### src/rtl/adc_cycle_pkg.sv
package adc_cycle_pkg;

  localparam int WORD_W = 16;
  localparam int CFG_W  = 4;

  // positions inside the captured configuration word (first bit received lands in the top)
  localparam int KEY_SET_POS = 3;
  localparam int KEY_CLR_POS = 2;
  localparam int RATE_POS    = 1;
  localparam int SLEEP_POS   = 0;

  typedef enum logic [1:0] {
    ST_START = 2'd0,
    ST_CONV  = 2'd1,
    ST_WAIT  = 2'd2,
    ST_XFER  = 2'd3
  } cycState_t;

  typedef struct packed {
    logic startConv;
    logic capture;
    logic loadOut;
    logic shiftOut;
    logic sampleCfg;
  } dpStrobe_t;

  typedef struct packed {
    logic timerDone;
    logic lastFall;
  } dpStatus_t;

endpackage

### src/rtl/adc_pin_sync.sv
module adc_pin_sync #(
  parameter int         N      = 3,
  parameter int         STAGES = 2,
  parameter logic [N-1:0] IDLE = '0
) (
  input  logic         clk,
  input  logic         rstN,
  input  logic [N-1:0] pinIn,
  output logic [N-1:0] pinOut
);

  for (genvar g = 0; g < N; g++) begin : g_bit
    logic [STAGES-1:0] pipe;
    always_ff @(posedge clk or negedge rstN) begin
      if (!rstN) pipe <= {STAGES{IDLE[g]}};
      else       pipe <= {pipe[STAGES-2:0], pinIn[g]};
    end
    assign pinOut[g] = pipe[STAGES-1];
  end

endmodule

### src/rtl/adc_cycle_dp.sv
module adc_cycle_dp
  import adc_cycle_pkg::*;
#(
  parameter int SLOW_CYCLES = 200000,
  parameter int FAST_CYCLES = 50000
) (
  input  logic              clk,
  input  logic              rstN,
  input  dpStrobe_t         strobe,
  input  logic [WORD_W-1:0] resultIn,
  input  logic              sdiBit,
  output dpStatus_t         status,
  output logic              sdoBit,
  output logic              sleepSel
);

  localparam int CNT_W  = $clog2(SLOW_CYCLES);
  localparam int FALL_W = $clog2(WORD_W);
  localparam int RISE_W = $clog2(CFG_W + 1);

  logic [CNT_W-1:0]  timer;
  logic              rateFast;
  logic [WORD_W-1:0] held;
  logic [WORD_W-1:0] shifter;
  logic [FALL_W-1:0] fallCnt;
  logic [RISE_W-1:0] riseCnt;
  logic [CFG_W-2:0]  cfgSh;
  logic [CFG_W-1:0]  cfgWord;

  // conversion timer: loaded at start, counts down to zero
  always_ff @(posedge clk or negedge rstN) begin
    if (!rstN) begin
      timer <= '0;
    end else if (strobe.startConv) begin
      timer <= rateFast ? CNT_W'(FAST_CYCLES - 1) : CNT_W'(SLOW_CYCLES - 1);
    end else if (timer != '0) begin
      timer <= timer - 1'b1;
    end
  end

  // result latch and output shifter
  always_ff @(posedge clk or negedge rstN) begin
    if (!rstN) begin
      held    <= '0;
      shifter <= '0;
      fallCnt <= '0;
    end else begin
      if (strobe.capture) held <= resultIn;
      if (strobe.loadOut) begin
        shifter <= strobe.capture ? resultIn : held;
        fallCnt <= '0;
      end else if (strobe.shiftOut) begin
        shifter <= {shifter[WORD_W-2:0], 1'b0};
        fallCnt <= fallCnt + 1'b1;
      end
    end
  end

  // configuration capture on the first CFG_W rising edges
  assign cfgWord = {cfgSh, sdiBit};

  always_ff @(posedge clk or negedge rstN) begin
    if (!rstN) begin
      riseCnt  <= '0;
      cfgSh    <= '0;
      rateFast <= 1'b0;
      sleepSel <= 1'b0;
    end else if (strobe.loadOut) begin
      riseCnt <= '0;
    end else if (strobe.sampleCfg && riseCnt < RISE_W'(CFG_W)) begin
      riseCnt <= riseCnt + 1'b1;
      cfgSh   <= cfgWord[CFG_W-2:0];
      if (riseCnt == RISE_W'(CFG_W - 1) && cfgWord[KEY_SET_POS] && !cfgWord[KEY_CLR_POS]) begin
        rateFast <= cfgWord[RATE_POS];
        sleepSel <= cfgWord[SLEEP_POS];
      end
    end
  end

  assign status.timerDone = (timer == '0);
  assign status.lastFall  = (fallCnt == FALL_W'(WORD_W - 1));
  assign sdoBit           = shifter[WORD_W-1];

endmodule

### src/rtl/adc_cycle_fsm.sv
module adc_cycle_fsm
  import adc_cycle_pkg::*;
(
  input  logic      clk,
  input  logic      rstN,
  input  logic      csLvl,
  input  logic      sclkLvl,
  input  dpStatus_t status,
  input  logic      sleepSel,
  output dpStrobe_t strobe,
  output logic      convStart,
  output logic      adcPowerOn,
  output logic      refPowerOn
);

  cycState_t state, nextState;
  logic csPrev, sclkPrev;
  logic csRise, sclkRise, sclkFall, csLow;

  always_ff @(posedge clk or negedge rstN) begin
    if (!rstN) begin
      state    <= ST_START;
      csPrev   <= 1'b1;
      sclkPrev <= 1'b0;
    end else begin
      state    <= nextState;
      csPrev   <= csLvl;
      sclkPrev <= sclkLvl;
    end
  end

  assign csRise   = csLvl & ~csPrev;
  assign csLow    = ~csLvl;
  assign sclkRise = sclkLvl & ~sclkPrev;
  assign sclkFall = ~sclkLvl & sclkPrev;

  always_comb begin
    nextState = state;
    strobe    = '0;
    unique case (state)
      ST_START: begin
        strobe.startConv = 1'b1;
        nextState        = ST_CONV;
      end
      ST_CONV: begin
        if (status.timerDone) begin
          strobe.capture = 1'b1;
          if (csLow) begin
            strobe.loadOut = 1'b1;
            nextState      = ST_XFER;
          end else begin
            nextState = ST_WAIT;
          end
        end
      end
      ST_WAIT: begin
        if (csLow) begin
          strobe.loadOut = 1'b1;
          nextState      = ST_XFER;
        end
      end
      ST_XFER: begin
        if (csRise) begin
          nextState = ST_START;
        end else begin
          if (sclkRise) strobe.sampleCfg = 1'b1;
          if (sclkFall) begin
            strobe.shiftOut = 1'b1;
            if (status.lastFall) nextState = ST_START;
          end
        end
      end
      default: nextState = ST_START;
    endcase
  end

  assign convStart  = (state == ST_START);
  assign adcPowerOn = (state == ST_CONV);
  assign refPowerOn = !((state == ST_WAIT) && sleepSel);

endmodule

### src/rtl/adc_cycle_ctrl.sv
module adc_cycle_ctrl
  import adc_cycle_pkg::*;
#(
  parameter int SLOW_CYCLES = 200000,
  parameter int FAST_CYCLES = 50000,
  parameter int SYNC_STAGES = 2
) (
  input  logic              clk,
  input  logic              rstN,
  input  logic              csN,
  input  logic              sclk,
  input  logic              sdi,
  output logic              sdo,
  output logic              sdoOe,
  input  logic [WORD_W-1:0] resultIn,
  output logic              convStart,
  output logic              adcPowerOn,
  output logic              refPowerOn
);

  logic [2:0] pinSync;
  dpStrobe_t  strobe;
  dpStatus_t  status;
  logic       sleepSel;

  adc_pin_sync #(
    .N(3),
    .STAGES(SYNC_STAGES),
    .IDLE(3'b001)
  ) u_sync (
    .clk   (clk),
    .rstN  (rstN),
    .pinIn ({sdi, sclk, csN}),
    .pinOut(pinSync)
  );

  adc_cycle_fsm u_fsm (
    .clk       (clk),
    .rstN      (rstN),
    .csLvl     (pinSync[0]),
    .sclkLvl   (pinSync[1]),
    .status    (status),
    .sleepSel  (sleepSel),
    .strobe    (strobe),
    .convStart (convStart),
    .adcPowerOn(adcPowerOn),
    .refPowerOn(refPowerOn)
  );

  adc_cycle_dp #(
    .SLOW_CYCLES(SLOW_CYCLES),
    .FAST_CYCLES(FAST_CYCLES)
  ) u_dp (
    .clk     (clk),
    .rstN    (rstN),
    .strobe  (strobe),
    .resultIn(resultIn),
    .sdiBit  (pinSync[2]),
    .status  (status),
    .sdoBit  (sdo),
    .sleepSel(sleepSel)
  );

  assign sdoOe = ~csN;

endmodule

### config.mk
export PLATFORM = sky130hd
export DESIGN_NAME = adc_cycle_ctrl
export DESIGN_NICKNAME = d
export VERILOG_FILES = /design/src/rtl/adc_cycle_pkg.sv /design/src/rtl/adc_pin_sync.sv /design/src/rtl/adc_cycle_dp.sv /design/src/rtl/adc_cycle_fsm.sv /design/src/rtl/adc_cycle_ctrl.sv
export SDC_FILE = /design/constraint.sdc
export NUM_CORES = 1
export LEC_CHECK = 0
export ABC_CLOCK_PERIOD_IN_PS = 2800
export BUFFER_PORTS_ARGS = -buffer_cell sky130_fd_sc_hd__buf_4
export CAP_MARGIN = 20
export CORE_MARGIN = 8
export CORE_UTILIZATION = 60
export DETAILED_ROUTE_END_ITERATION = 8
export PLACE_DENSITY = 0.75
export REMOVE_ABC_BUFFERS = 1
export SYNTH_ARGS = -nofsm -noshare
export SYNTH_HDL_FRONTEND = slang
export SYNTH_SLANG_ARGS = --single-unit
### constraint.sdc
create_clock -name clk -period 2.8 [get_ports clk]
set_clock_uncertainty 0.1 [all_clocks]
set_input_delay 0.14 -clock clk [delete_from_list [all_inputs] [get_ports clk]]
set_output_delay 0.14 -clock clk [all_outputs]
set_load 0.005 [all_outputs]
### Word-level counts from Yosys, hierarchy flattened

Index checks and enable logic that the tools add are counted.

* reductions and logical operators: 15
* equal/unequal tests: 9
* bitwise operators: 8
* magnitude comparators: 1
* muxes and demuxes: 26
* add/subtract/negate cells: 3

Operator list (number)
* $mux 18: 3
* $mux 16: 3
* $logic_not 18->1: 1
* $reduce_bool 18->1: 1
* $sub 18x1->18 const B: 1
* $mux 2: 8
* $mux 4: 2
* $pmux 2 s4: 1
* $mux 1: 6
* $mux 3: 2
* $reduce_bool 2->1: 3
* $not 1->1: 5
* $add 4x1->4 const B: 1
* $eq 2x2->1 const B: 2
* $eq 4x4->1 const B: 1
* $logic_and 1x1->1: 4
* $reduce_and 4->1: 1
* $add 3x1->3 const B: 1
* $and 1x1->1: 3
* $eq 3x2->1 const B: 1
* $lt 3x3->1 const B: 1
* $ne 3x1->1 const B: 1
* $ne 3x2->1 const B: 1
* $reduce_and 3->1: 1
* other kinds (7): 8

* input bits: 21
* word-level logic and storage cells: 76
* register bits: 72
* output and inout port bits: 5

### Logic depth before layout (Yosys ltp)

Gate-level depths: netlist of the first run.

* word-level depth: 8
* mapped depth: 8

### Hierarchy

A second synthesis of the first run with hierarchy kept.

* cells, all modules: 290
* area, all modules: 3368.2 um2

By module, submodules not included
* adc_cycle_dp: cells an instance 249, instances 1, area an instance 2872.8 um2
* adc_cycle_fsm: cells an instance 31, instances 1, area an instance 316.6 um2
* adc_pin_sync: cells an instance 9, instances 1, area an instance 175.2 um2
* adc_cycle_ctrl: cells an instance 1, instances 1, area an instance 3.8 um2

### Least setup slack after synthesis of the first run

Ideal clock, no wire load.

* path kind: reg2reg
* start point: reg u_dp.timer[0]
* end point: reg u_dp.shifter[10]
* period minus slack after synthesis: 2120 ps
* buffers on the path: 2
* cell stages (with the launch flop): 9
* setup time: 120 ps
* arrival time: 1899 ps
* setup slack: 680 ps
* path through: dfrtp_1 -> inv_1 -> ha_1 -> or3b_1 -> clkbuf_1 -> nor2_2 -> nand3_1 -> buf_2 -> o211a_1

* word-level cells in the longest chain between the ends: 5
* elaborated cells between the ends (all ways): 7
* those cells by class: 5 x mux; 2 x reduce/logical

RTL lines
* start: declaration: RTL line adc_cycle_dp.sv:21 `logic [CNT_W-1:0] timer;`
* start signal: assignment: RTL line adc_cycle_dp.sv:35 `timer <= rateFast ? CNT_W'(FAST_CYCLES - 1) : CNT_W'(SLOW_CYCLES - 1);`
* start signal: assignment: RTL line adc_cycle_dp.sv:37 `timer <= timer - 1'b1;`
* $logic_not 18->1 *: RTL line adc_cycle_dp.sv:80 `assign status.timerDone = (timer == '0);`
* $mux 2 *: RTL line adc_cycle_fsm.sv:46 `if (status.timerDone) begin`
* $mux 1: RTL line adc_cycle_fsm.sv:40 `unique case (state)`
* $mux 16: RTL line adc_cycle_dp.sv:50 `shifter <= strobe.capture ? resultIn : held;`
* $mux 16: RTL line adc_cycle_dp.sv:49 `if (strobe.loadOut) begin`
* end signal: assignment: RTL line adc_cycle_dp.sv:50
* end signal: assignment: RTL line adc_cycle_dp.sv:53 `shifter <= {shifter[WORD_W-2:0], 1'b0};`
* end: declaration: RTL line adc_cycle_dp.sv:24 `logic [WORD_W-1:0] shifter;`

Every way passes the cells marked *; elsewhere a longest branch is shown, timed or not.
A chain may end at the register's enable or synchronous reset.

### Worst setup path after layout of the first run

* start point: reg u_dp.timer[8]
* end point: reg u_dp.cfgSh[1]

* word-level cells in the longest chain between the ends: 5

RTL lines
* $logic_not 18->1: RTL line adc_cycle_dp.sv:80
* $mux 2: RTL line adc_cycle_fsm.sv:46
* $pmux 1 s2: RTL line adc_cycle_fsm.sv:40
* $not 1->1 (no source line)
* $reduce_and 2->1 (no source line)
* end signal: assignment: RTL line adc_cycle_dp.sv:72 `cfgSh <= cfgWord[CFG_W-2:0];`
* end: declaration: RTL line adc_cycle_dp.sv:27 `logic [CFG_W-2:0] cfgSh;`

No other way between the ends.

==> impl_metrics.py, run 1 <==
metrics = {
    "yosys": {
        "yosysSeqAreaShare_pct": 47.6,
        "synthSimpleGateAreaFrac_pct": 22.4,
        "synth_largest_area_cell": "dfrtp_1",
        "synth_cells": 379,
        "ys_warn_count": 0,
        "synth_top_family_by_area": "simple AND/OR/NAND/NOR gates",
        "syn_area_mm2": 0.00379,
        "synth_top_area_share_pct": 45.5,
        "synthAdderAreaFrac_pct": 2.97,
        "syn_area_per_cell_um2": 10.0,
        "synthTopCellsByArea": "dfrtp_1, mux2_2, nor3_1",
        "synthMuxAreaShare_pct": 6.60,
        "synth_seq_cells": 72,
        "synthXorXnorAreaFrac_pct": 3.93,
        "synth_compound_area_share_pct": 13.4,
        "ys_types": 54,
    },
    "timing": {
        "setup_tns_ns": 0,
        "tightestPinTransition_ns": 0.893,
        "setup_viol": 0,
        "finalCriticalPeriod_ns": 2.36,
        "fmax_mhz": 423,
        "fin_crit_sh_pct": 84.4,
        "rsz0062_at_grt": "no",
        "hold_violations": 0,
        "relSlewSlack_pct": 40.4,
        "slew_violations": 0,
    },
    "drt": {
        "vias_per_cell": 5.78,
        "drc": 0,
        "vias": 2908,
        "first_pass_iters": 4,
        "drtIter0Drc": 138,
        "wirelength_um": 7820,
        "routedWlPerCell_um": 15.5,
        "antenna_left": 0,
    },
    "pwr": {
        "ir_drop_v": 0.000329,
        "total_power_w": 0.00196,
        "powerDensity_mw_per_mm2": 443,
        "power_leakage_nw": 2.05,
    },
    "clocking": {
        "cts-root-buf": "clkbuf_8",
        "clockBufferDepth": 2,
        "cts_tree": "yes",
        "worstSkewPairLatency_ns": 0.35,
        "numCtsBuffers": 9,
        "cts.htree.levels": 3,
        "cts_setup_buffers": 0,
        "clk_pin_slew_ns": 0.08,
        "post_cts_resized": 0,
        "cts_num_sinks": 72,
    },
    "worst_setup_path": {
        "max_stage_delay_ns": 0.45,
        "start_kind": "register",
        "path_max_fanout": 11,
        "cp_data_required_time_ns": 2.94,
        "arrival_ns": 2.50,
        "endpoint_kind": "register",
        "critical_path_class": "reg2reg",
        "worstPathCellList": "nor4_4 > nand4_2 > o21ai_4 > nor2_2 > mux2_1",
        "cp_slowest_cell": "dfrtp_1",
    },
    "place": {
        "io_buffers": 25,
        "hpwl_um": 4820,
        "numPlacedInstances": 467,
        "finalWeightedCongestion": 0.797,
    },
    "global_routing": {
        "grt_start_max_net_pins": 73,
        "first_global_vias": 2714,
        "antenna_found_initial": 0,
        "grt_overflow": 0,
        "grt_pass1_wl_um": 12900,
        "track_usage_pct": 18.2,
    },
    "die": {
        "pin_count": 26,
        "core_area_mm2": 0.00624,
        "die_h_um": 95.5,
        "start_util_pct": 60.7,
        "die_area_mm2": 0.00912,
        "num_rows": 29,
        "die_w_um": 95.5,
    },
    "finish": {
        "finalNetCount": 451,
        "antennaDiodeCount": 0,
        "drive_above_1_share_pct": 18.5,
        "final_common_cell": "dfrtp_1",
        "nFillCells": 477,
        "synthToLayoutAreaGrowth_pct": 16.7,
        "final_cell_mix": "dfrtp_1, nand2_1, nor3_1",
        "final_cell_count_no_fill": 503,
    },
    "hold_path": {
        "holdCritPathClass": "reg2reg",
    },
    "run_status": {
        "outcome": "finished, final reports clean",
    },
    "flow_run": {
        "drv_cap": 0,
    },
}
==> worst paths after layout <==
path | start | endpoint | cells after the start | slack (ns)
max in group asynchronous | rstN | u_dp.shifter[15]$_DFFE_PN0P_ | 2 | 1.66
min in group asynchronous | rstN | u_dp.timer[11]$_DFFE_PN0P_ | 2 | 0.35
setup / recovery | u_dp.timer[8]$_DFFE_PN0P_ | u_dp.cfgSh[1]$_DFFE_PN0P_ | 5 | 0.44
setup reg to reg | u_dp.timer[8]$_DFFE_PN0P_ | u_dp.cfgSh[1]$_DFFE_PN0P_ | 5 | 0.44
hold / removal | u_sync.g_bit[1].pipe[0]$_DFF_PN0_ | u_sync.g_bit[1].pipe[1]$_DFF_PN0_ | 0 | 0.24
hold reg to reg | u_sync.g_bit[1].pipe[0]$_DFF_PN0_ | u_sync.g_bit[1].pipe[1]$_DFF_PN0_ | 0 | 0.24
==> cells in the mapped netlist, drive strengths merged <==
cell and n:
nor2b 2, and2b 1, o211a 15, ha 9, mux2i 1, and2 2, and4 2, clkbuf 16
or3 2, mux2 21, o22a 1, a311oi 1, a221oi 1, a31oi 1, nand2b 8, nand4 4
or2 1, xnor2 4, o211ai 2, nand2 42, o21a 2, dfstp 3, a211oi 1, o2111ai 1
a21oi 7, inv 7, and3 3, a22o 1, buf 5, nor3b 2, o21ai 13, a21boi 2
o31ai 16, dfrtp 69, nor3 37, nor4 2, a21o 1, nand3 20, nand3b 4, or3b 1
nor2 33, xor2 13
==> power breakdown <==
part | switching, W | internal [W] | total [W]
combinational | 0.0000438 | 0.0000499 | 0.0000938
clock | 0.000391 | 0.000407 | 0.000798
sequential | 0.00000883 | 0.00106 | 0.00107
total | 0.000444 | 0.00152 | 0.00196
==> logic make-up (layout without fill, tap and decap cells) <==
family | after synthesis | in the layout
and+or+nand+nor | 166 | 166
adders and majority gates | 9 | 9
AOI/OAI and AO/OA | 65 | 65
buffers and inverters | 28 | 75
DFF | 72 | 72
xor gates and xnor gates | 17 | 17
muxes | 22 | 22
==> final cells by class <==
| type | count | area (um2) | area share [%] |
|---|---|---|---|
| multi-input cells | 279 | 1870 | 42.2 |
| flip-flops and latches | 72 | 1810 | 40.8 |
| repair buffers | 52 | 440 | 9.95 |
| clock buffers | 10 | 128 | 2.88 |
| well taps | 77 | 96.3 | 2.18 |
| clock inverters | 6 | 60.1 | 1.36 |
| inverters | 7 | 26.3 | 0.594 |
==> state kept, by name, indices dropped and copies added (netlist names), 2 cells and up <==
| signal | count |
|---|---|
| u_sync.g_bit.pipe | 6 |
| u_fsm.state | 2 |
| u_dp.cfgSh | 3 |
| u_dp.riseCnt | 3 |
| u_dp.shifter | 16 |
| u_dp.timer | 18 |
| u_dp.held | 16 |
| u_dp.fallCnt | 4 |
==> routing by layer <==
| layer | vias to the layer above | track usage, % | wire length [um] |
|---|---|---|---|
| li1 | 1431 | - | - |
| met1 | 1390 | 25.1 | 3760 |
| met2 | 77 | 26.2 | 3460 |
| met3 | 10 | 3.62 | 441 |
| met4 | 0 | 10.1 | 149 |
| met5 | - | 0 | 0 |
==> metrics by stage <==
step / instance area, um2 / worst slack [ns] / utilization, % / hold slack [ns]
3_3_place_gp: 4040 / 0.548 / 64.7 / 0.150
5_1_grt: 4430 / 0.236 / 70.9 / 0.239
4_1_cts: 4430 / 0.417 / 70.9 / 0.247
6_report: 4430 / 0.436 / 70.9 / 0.244
3_5_place_dp: 4040 / 0.435 / 64.7 / 0.151
2_1_floorplan: 3700 / 0.258 / - / -0.256
==> critical path, delay by kind of cell, from the launching register on <==
| kind | cells | cell delay (ns) |
|---|---|---|
| and+or+nand+nor | 3 | 0.93 |
| DFF | 1 | 0.45 |
| muxes | 1 | 0.32 |
| AOI/OAI and AO/OA | 1 | 0.43 |
==> timing repair <==
action                                  4_1_cts  5_1_grt
hold buffers                                 20        0
endpoints found under the setup margin        0        0
endpoints found under the hold margin       104        0
No activity file was read; power rests on OpenSTA's default activity.
==> run 2, diff against run 1 <==
ABC_AREA = 1   (was not set)
ABC_CLOCK_PERIOD_IN_PS = 2450   (was 2800)
clock period = 2.45 ns   (was 2.8 ns; I/O delays follow)
==> impl_metrics.py, run 2 <==
metrics = {
    "finish": {
        "final_cell_count_no_fill": 530,
        "synthToLayoutAreaGrowth_pct": 15.8,
        "top_register": "u_dp.timer",
        "reg.largest.list": "u_dp.timer: 18 flops, u_dp.held: 16 flops, u_dp.shifter: 16 flops",
        "drive_above_1_share_pct": 24.2,
        "largest_reg_flops": 18,
        "final_cell_mix": "nand2_1, dfrtp_1, nand3_1",
        "antennaDiodeCount": 0,
        "finalNetCount": 480,
        "nFillCells": 446,
        "utilization_pct": 72.1,
        "final_common_cell": "nand2_1",
    },
    "yosys": {
        "synth_seq_cells": 72,
        "yosysSeqAreaShare_pct": 48.7,
        "ys_types": 39,
        "syn_area_mm2": 0.00371,
        "synth_most_common_cell": "nand2_1",
        "synth_top_area_share_pct": 46.5,
        "synth_edf_count": 0,
        "dominantRegCellSynth": "dfrtp_1",
        "async_reset_ff_share_pct": 100,
        "synthTopCellsByArea": "dfrtp_1, nand3_1, nand2_1",
        "synth_largest_area_cell": "dfrtp_1",
        "ys_warn_count": 0,
        "syn_area_per_cell_um2": 9.21,
        "synthTopCellsByCount": "nand2_1, dfrtp_1, nand3_1",
        "synth_cells": 403,
    },
    "drt": {
        "wirelength_um": 7570,
        "routedWlPerCell_um": 14.3,
        "antenna_left": 0,
        "vias": 2838,
        "first_pass_iters": 4,
        "drc": 0,
        "drtIter0Drc": 155,
        "vias_per_cell": 5.35,
    },
    "worst_setup_path": {
        "crit_start": "u_dp.timer[0]$_DFFE_PN0P_",
        "r2r-end": "u_dp.shifter[5]$_DFFE_PN0P_",
        "worstPathCellList": "inv_1 > ha_1 > inv_1 > nor2_1 > nand3_1 > nor2_1 > nand3_2 > nand2_2 > nand2_4 > clkinv_2 > nand2_1 > nand2_1 > inv_1",
        "arrival_ns": 2.17,
        "r2r_cells": 13,
        "cpMostUsedCell": "inv_1",
        "start_kind": "register",
        "max_stage_delay_ns": 0.40,
        "reg2reg_from": "u_dp.timer[0]$_DFFE_PN0P_",
        "crit_buf_inv": 4,
        "ff2ff_setup_slack_ns": 0.43,
        "critical_path_class": "reg2reg",
        "endpoint_kind": "register",
        "crit_family": "simple AND/OR/NAND/NOR gates",
        "cp_slowest_cell": "dfrtp_1",
        "cp_data_required_time_ns": 2.61,
        "path_max_fanout": 20,
    },
    "pwr": {
        "p_sw_w": 0.000497,
        "p_clk_share_pct": 45.2,
        "power_leakage_nw": 2.06,
        "total_power_w": 0.00234,
        "sw_frac_of_total_pct": 21.3,
        "ir_drop_v": 0.000373,
        "sequentialPowerShare_pct": 51.3,
        "p_comb_share_pct": 3.4,
        "p_int_w": 0.00184,
        "powerDensity_mw_per_mm2": 544,
    },
    "timing": {
        "rsz0062_at_grt": "no",
        "setup_tns_ns": 0,
        "fmax_mhz": 496,
        "fin_crit_sh_pct": 82.4,
        "hold_violations": 0,
        "slew_violations": 0,
        "worst_slack_ns": 0.432,
        "setup_viol": 0,
        "relSlewSlack_pct": 39.2,
        "tightestPinTransition_ns": 0.912,
        "finalCriticalPeriod_ns": 2.02,
    },
    "clocking": {
        "cts_tree": "yes",
        "cts_num_sinks": 72,
        "cts.htree.levels": 3,
        "holdBufCountCts": 20,
        "post_cts_resized": 0,
        "clockBufferDepth": 2,
        "cts-root-buf": "clkbuf_8",
        "worstSkewPairLatency_ns": 0.35,
        "clk_pin_slew_ns": 0.08,
        "cts_setup_buffers": 0,
        "numCtsBuffers": 9,
    },
    "die": {
        "start_util_pct": 62.3,
        "core_area_mm2": 0.00596,
        "num_rows": 28,
        "die_w_um": 94.6,
        "die_h_um": 94.6,
        "die_area_mm2": 0.00896,
        "pin_count": 26,
    },
    "global_routing": {
        "antenna_found_initial": 0,
        "grt_start_max_net_pins": 73,
        "grt_overflow": 0,
        "track_usage_pct": 18.6,
        "grt_pass1_wl_um": 13200,
        "first_global_vias": 2863,
    },
    "place": {
        "finalWeightedCongestion": 0.850,
        "numPlacedInstances": 494,
        "hpwl_um": 4870,
        "io_buffers": 25,
        "dp_slack_ns": 0.436,
    },
    "flow_run": {
        "drv_cap": 0,
    },
    "hold_path": {
        "holdCritPathClass": "reg2reg",
        "holdPathEnd": "u_sync.g_bit[2].pipe[1]$_DFF_PN0_",
        "min_path_cells": 0,
        "worstHoldStart": "u_sync.g_bit[2].pipe[0]$_DFF_PN0_",
    },
    "run_status": {
        "outcome": "finished, final reports clean",
    },
}
## run 2: cell count changes in the layout (fill, tap and decap cells not counted), moves of 8 or more
cell / before / now
inv_1: 7 / 31
mux2_2: 16 / 0
nand2_1: 42 / 82
nand2_2: 0 / 26
nand2b_1: 8 / 0
nand3_1: 19 / 65
nand3_2: 1 / 16
nor3_1: 34 / 2
o211a_1: 15 / 0
o31ai_1: 16 / 1
## run 2: worst max path at each step
| stage | end | cells after the start | slack, ns |
|---|---|---|---|
| 2_1_floorplan | u_dp.shifter[5]$_DFFE_PN0P_ | 9 | 0.23 |
| 3_3_place_gp | u_dp.shifter[5]$_DFFE_PN0P_ | 13 | 0.49 |
| 3_5_place_dp | u_dp.shifter[5]$_DFFE_PN0P_ | 13 | 0.44 |
| 4_1_cts | u_dp.shifter[5]$_DFFE_PN0P_ | 13 | 0.43 |
| 5_1_grt | u_dp.shifter[7]$_DFFE_PN0P_ | 12 | 0.21 |
| 6_report | u_dp.shifter[5]$_DFFE_PN0P_ | 13 | 0.43 |
## run 2: power groups by stage
stage                 logic, W  registers (W)  clock network (W)
floorplan           0.00000384        0.00122                  0
global placement     0.0000544        0.00122                  0
detailed placement   0.0000552        0.00122                  0
CTS                  0.0000809        0.00120            0.00106
global route         0.0000892        0.00120            0.00110
finish               0.0000802        0.00120            0.00106
## run 2: worst reg2reg max path: cells and delay by family (launching register included)
kind          cells  cell delay, ns
simple gates      8            0.78
flops             1            0.40
fa+ha+maj         1            0.17
buf+inv           4            0.49
## run 2: routing by layer
metal	global-route usage (%)	up-vias	share of wire [%]
met5	0	-	0
li1	-	1400	-
met4	7.93	0	0.81
met3	3.65	6	5.1
met1	23.9	1376	46
met2	30.0	56	48
## run 2: layout make-up
type	count	area (um2)	share of cell area, %
well taps	75	93.8	2.18
clock buffers	11	141	3.29
repair buffers	49	418	9.73
clock inverters	5	80.1	1.86
flip-flops and latches	72	1810	42.0
inverters	35	135	3.15
multi-input cells	283	1620	37.8
## run 2: logic make-up (layout without fill, tap and decap cells)
family,after synthesis,in the layout,share of synthesized area [%]
flip-flops,72,72,48.7
AO/OA/AOI/OAI,23,23,3.61
XOR/XNOR,10,10,2.36
adder cells (fa/ha/maj),9,9,3.03
buffers and inverters,48,100,7.62
AND/OR/NAND/NOR,241,241,34.7
## run 2: per-stage QoR
step	hold slack, ns	instance area [um2]
2_1_floorplan	-0.273	3560
3_3_place_gp	0.134	3870
3_5_place_dp	0.133	3870
4_1_cts	0.252	4300
5_1_grt	0.256	4300
6_report	0.255	4300
==> run 3, diff against run 2 <==
ABC_CLOCK_PERIOD_IN_PS = 1900   (was 2450)
clock period = 1.9 ns   (was 2.45 ns; I/O delays follow)
==> impl_metrics.py, run 3 (synthesis results as in run 2) <==
metrics = {
    "clocking": {
        "clk_pin_slew_ns": 0.07,
        "cts_tree": "yes",
        "cts_num_sinks": 72,
        "clockBufferDepth": 2,
        "numCtsBuffers": 9,
        "cts.htree.levels": 3,
        "cts-root-buf": "clkbuf_8",
        "worstSkewPairLatency_ns": 0.35,
    },
    "drt": {
        "vias_per_cell": 5.46,
        "routedWlPerCell_um": 16.1,
        "antenna_left": 0,
        "drtIter0Drc": 193,
        "drc": 0,
        "wirelength_um": 8850,
        "vias": 3002,
        "first_pass_iters": 4,
    },
    "timing": {
        "worst_slack_ns": 0.0167,
        "slew_violations": 0,
        "tightestPinTransition_ns": 0.466,
        "setup_viol": 0,
        "finalCriticalPeriod_ns": 1.88,
        "fin_crit_sh_pct": 99.1,
        "hold_violations": 0,
        "setup_tns_ns": 0,
        "fmax_mhz": 531,
        "rsz0062_at_grt": "yes",
        "relSlewSlack_pct": 68.9,
    },
    "finish": {
        "top_register": "u_dp.timer",
        "finalNetCount": 500,
        "reg.largest.list": "u_dp.timer: 18 flops, u_dp.held: 16 flops, u_dp.shifter: 16 flops",
        "synthToLayoutAreaGrowth_pct": 29.0,
        "utilization_pct": 80.4,
        "largest_reg_flops": 18,
        "final_cell_mix": "nand2_1, dfrtp_1, nand3_1",
        "final_area_mm2": 0.00479,
        "antennaDiodeCount": 0,
        "drive_above_1_share_pct": 35.2,
        "final_common_cell": "nand2_1",
    },
    "die": {
        "start_util_pct": 62.3,
        "num_rows": 28,
        "die_area_mm2": 0.00896,
        "core_area_mm2": 0.00596,
        "pin_count": 26,
        "die_h_um": 94.6,
        "die_w_um": 94.6,
    },
    "pwr": {
        "sequentialPowerShare_pct": 52.1,
        "p_clk_share_pct": 44.2,
        "total_power_w": 0.00297,
        "powerDensity_mw_per_mm2": 621,
        "sw_frac_of_total_pct": 21.3,
        "p_comb_share_pct": 3.7,
        "p_int_w": 0.00234,
        "ir_drop_v": 0.000454,
        "p_sw_w": 0.000632,
        "power_leakage_nw": 2.26,
    },
    "worst_setup_path": {
        "r2r_cells": 12,
        "crit_family": "simple AND/OR/NAND/NOR gates",
        "start_kind": "register",
        "cpMostUsedCell": "nand3_1",
        "worstPathCellList": "inv_2 > ha_4 > inv_2 > nor2_1 > nand3_1 > nor2_2 > nand3_2 > nand2_4 > nand2_8 > clkbuf_16 > nand3_1 > nand3_1",
        "critical_path_class": "reg2reg",
        "max_stage_delay_ns": 0.41,
        "cp.depth": 12,
        "path_max_fanout": 6,
        "cp_slowest_cell": "dfrtp_1",
        "endpoint_kind": "register",
        "crit_buf_inv": 3,
        "cp_data_required_time_ns": 2.02,
        "arrival_ns": 2.00,
    },
    "place": {
        "placed_cell_area_mm2": 0.00400,
        "finalWeightedCongestion": 0.876,
        "hpwl_um": 5330,
        "dp_slack_ns": 0.0228,
        "io_buffers": 25,
    },
    "global_routing": {
        "grt_start_max_net_pins": 38,
        "antenna_found_initial": 0,
        "grt_pass1_wl_um": 13200,
        "grt_overflow": 0,
        "track_usage_pct": 18.5,
        "first_global_vias": 3058,
    },
    "run_status": {
        "outcome": "finished, final reports clean",
    },
    "hold_path": {
        "holdCritPathClass": "in2async",
    },
    "flow_run": {
        "drv_cap": 0,
    },
}
[run 3: changes by cell type in the layout (fill, tap and decap cells not counted), sizes merged]
cell | previous run | this run
buf | 29 | 45
clkbuf | 11 | 13
clkinv | 2 | 4
clkinvlp | 2 | 0
inv | 34 | 35
nand2 | 111 | 112
[run 3: path summary, 6_finish.rpt]
kind                                                          end                         startpoint  slack (ns)
max in group asynchronous             u_dp.shifter[4]$_DFFE_PN0P_                               rstN        1.00
worst max-delay path                  u_dp.shifter[4]$_DFFE_PN0P_          u_dp.timer[1]$_DFFE_PN0P_        0.02
worst min-delay path                   u_dp.timer[11]$_DFFE_PN0P_                               rstN        0.15
worst min register to register  u_sync.g_bit[2].pipe[1]$_DFF_PN0_  u_sync.g_bit[2].pipe[0]$_DFF_PN0_        0.25
worst max register to register        u_dp.shifter[4]$_DFFE_PN0P_          u_dp.timer[1]$_DFFE_PN0P_        0.02
min in group clk                u_sync.g_bit[2].pipe[1]$_DFF_PN0_  u_sync.g_bit[2].pipe[0]$_DFF_PN0_        0.25
[run 3: cell type report]
class | count | area (um2)
clock buffers | 10 | 128
clock inverters | 6 | 83.8
fillers | 358 | 1170
inverters | 35 | 141
multi-input cells | 284 | 1840
flip-flops and latches | 72 | 1810
well taps | 75 | 93.8
repair buffers | 68 | 694
[run 3: power groups by stage]
| stage | clock network, W | registers (W) | logic, W |
|---|---|---|---|
| 2_1_floorplan | 0 | 0.00158 | 0.00000495 |
| 3_3_place_gp | 0 | 0.00158 | 0.0000756 |
| 3_5_place_dp | 0 | 0.00158 | 0.0000768 |
| 4_1_cts | 0.00133 | 0.00155 | 0.000110 |
| 5_1_grt | 0.00140 | 0.00155 | 0.000123 |
| 6_report | 0.00131 | 0.00155 | 0.000111 |
[run 3: per-stage QoR]
| step | hold slack [ns] | instances |
|---|---|---|
| floorplan | -0.301 | 390 |
| global placement | -0.0192 | 504 |
| detailed placement | -0.0136 | 504 |
| CTS | 0.159 | 540 |
| global route | 0.199 | 550 |
| finish | 0.150 | 550 |
[run 3: layer usage]
| layer | vias up | part of all wire, % | GRT usage (%) |
|---|---|---|---|
| li1 | 1455 | - | - |
| met1 | 1466 | 43 | 22.3 |
| met2 | 70 | 52 | 31.7 |
| met3 | 11 | 4.2 | 3.41 |
| met4 | 0 | 1.2 | 7.93 |
| met5 | - | 0 | 0 |
[run 3: worst reg2reg max path, cell delays in order, from the launching register on]
cell and delay (ns):
dfrtp_1 0.41, inv_2 0.09, ha_4 0.13, inv_2 0.03
nor2_1 0.07, nand3_1 0.09, nor2_2 0.16, nand3_2 0.12
nand2_4 0.14, nand2_8 0.10, clkbuf_16 0.19, nand3_1 0.07
nand3_1 0.08
[run 3: what timing repair did]
item                                   4_1_cts  5_1_grt
hold buffers                                20        0
setup endpoints to repair                    0       32
endpoints found under the hold margin       57        0
setup buffers                                0        4
gates resized for setup                      0       55
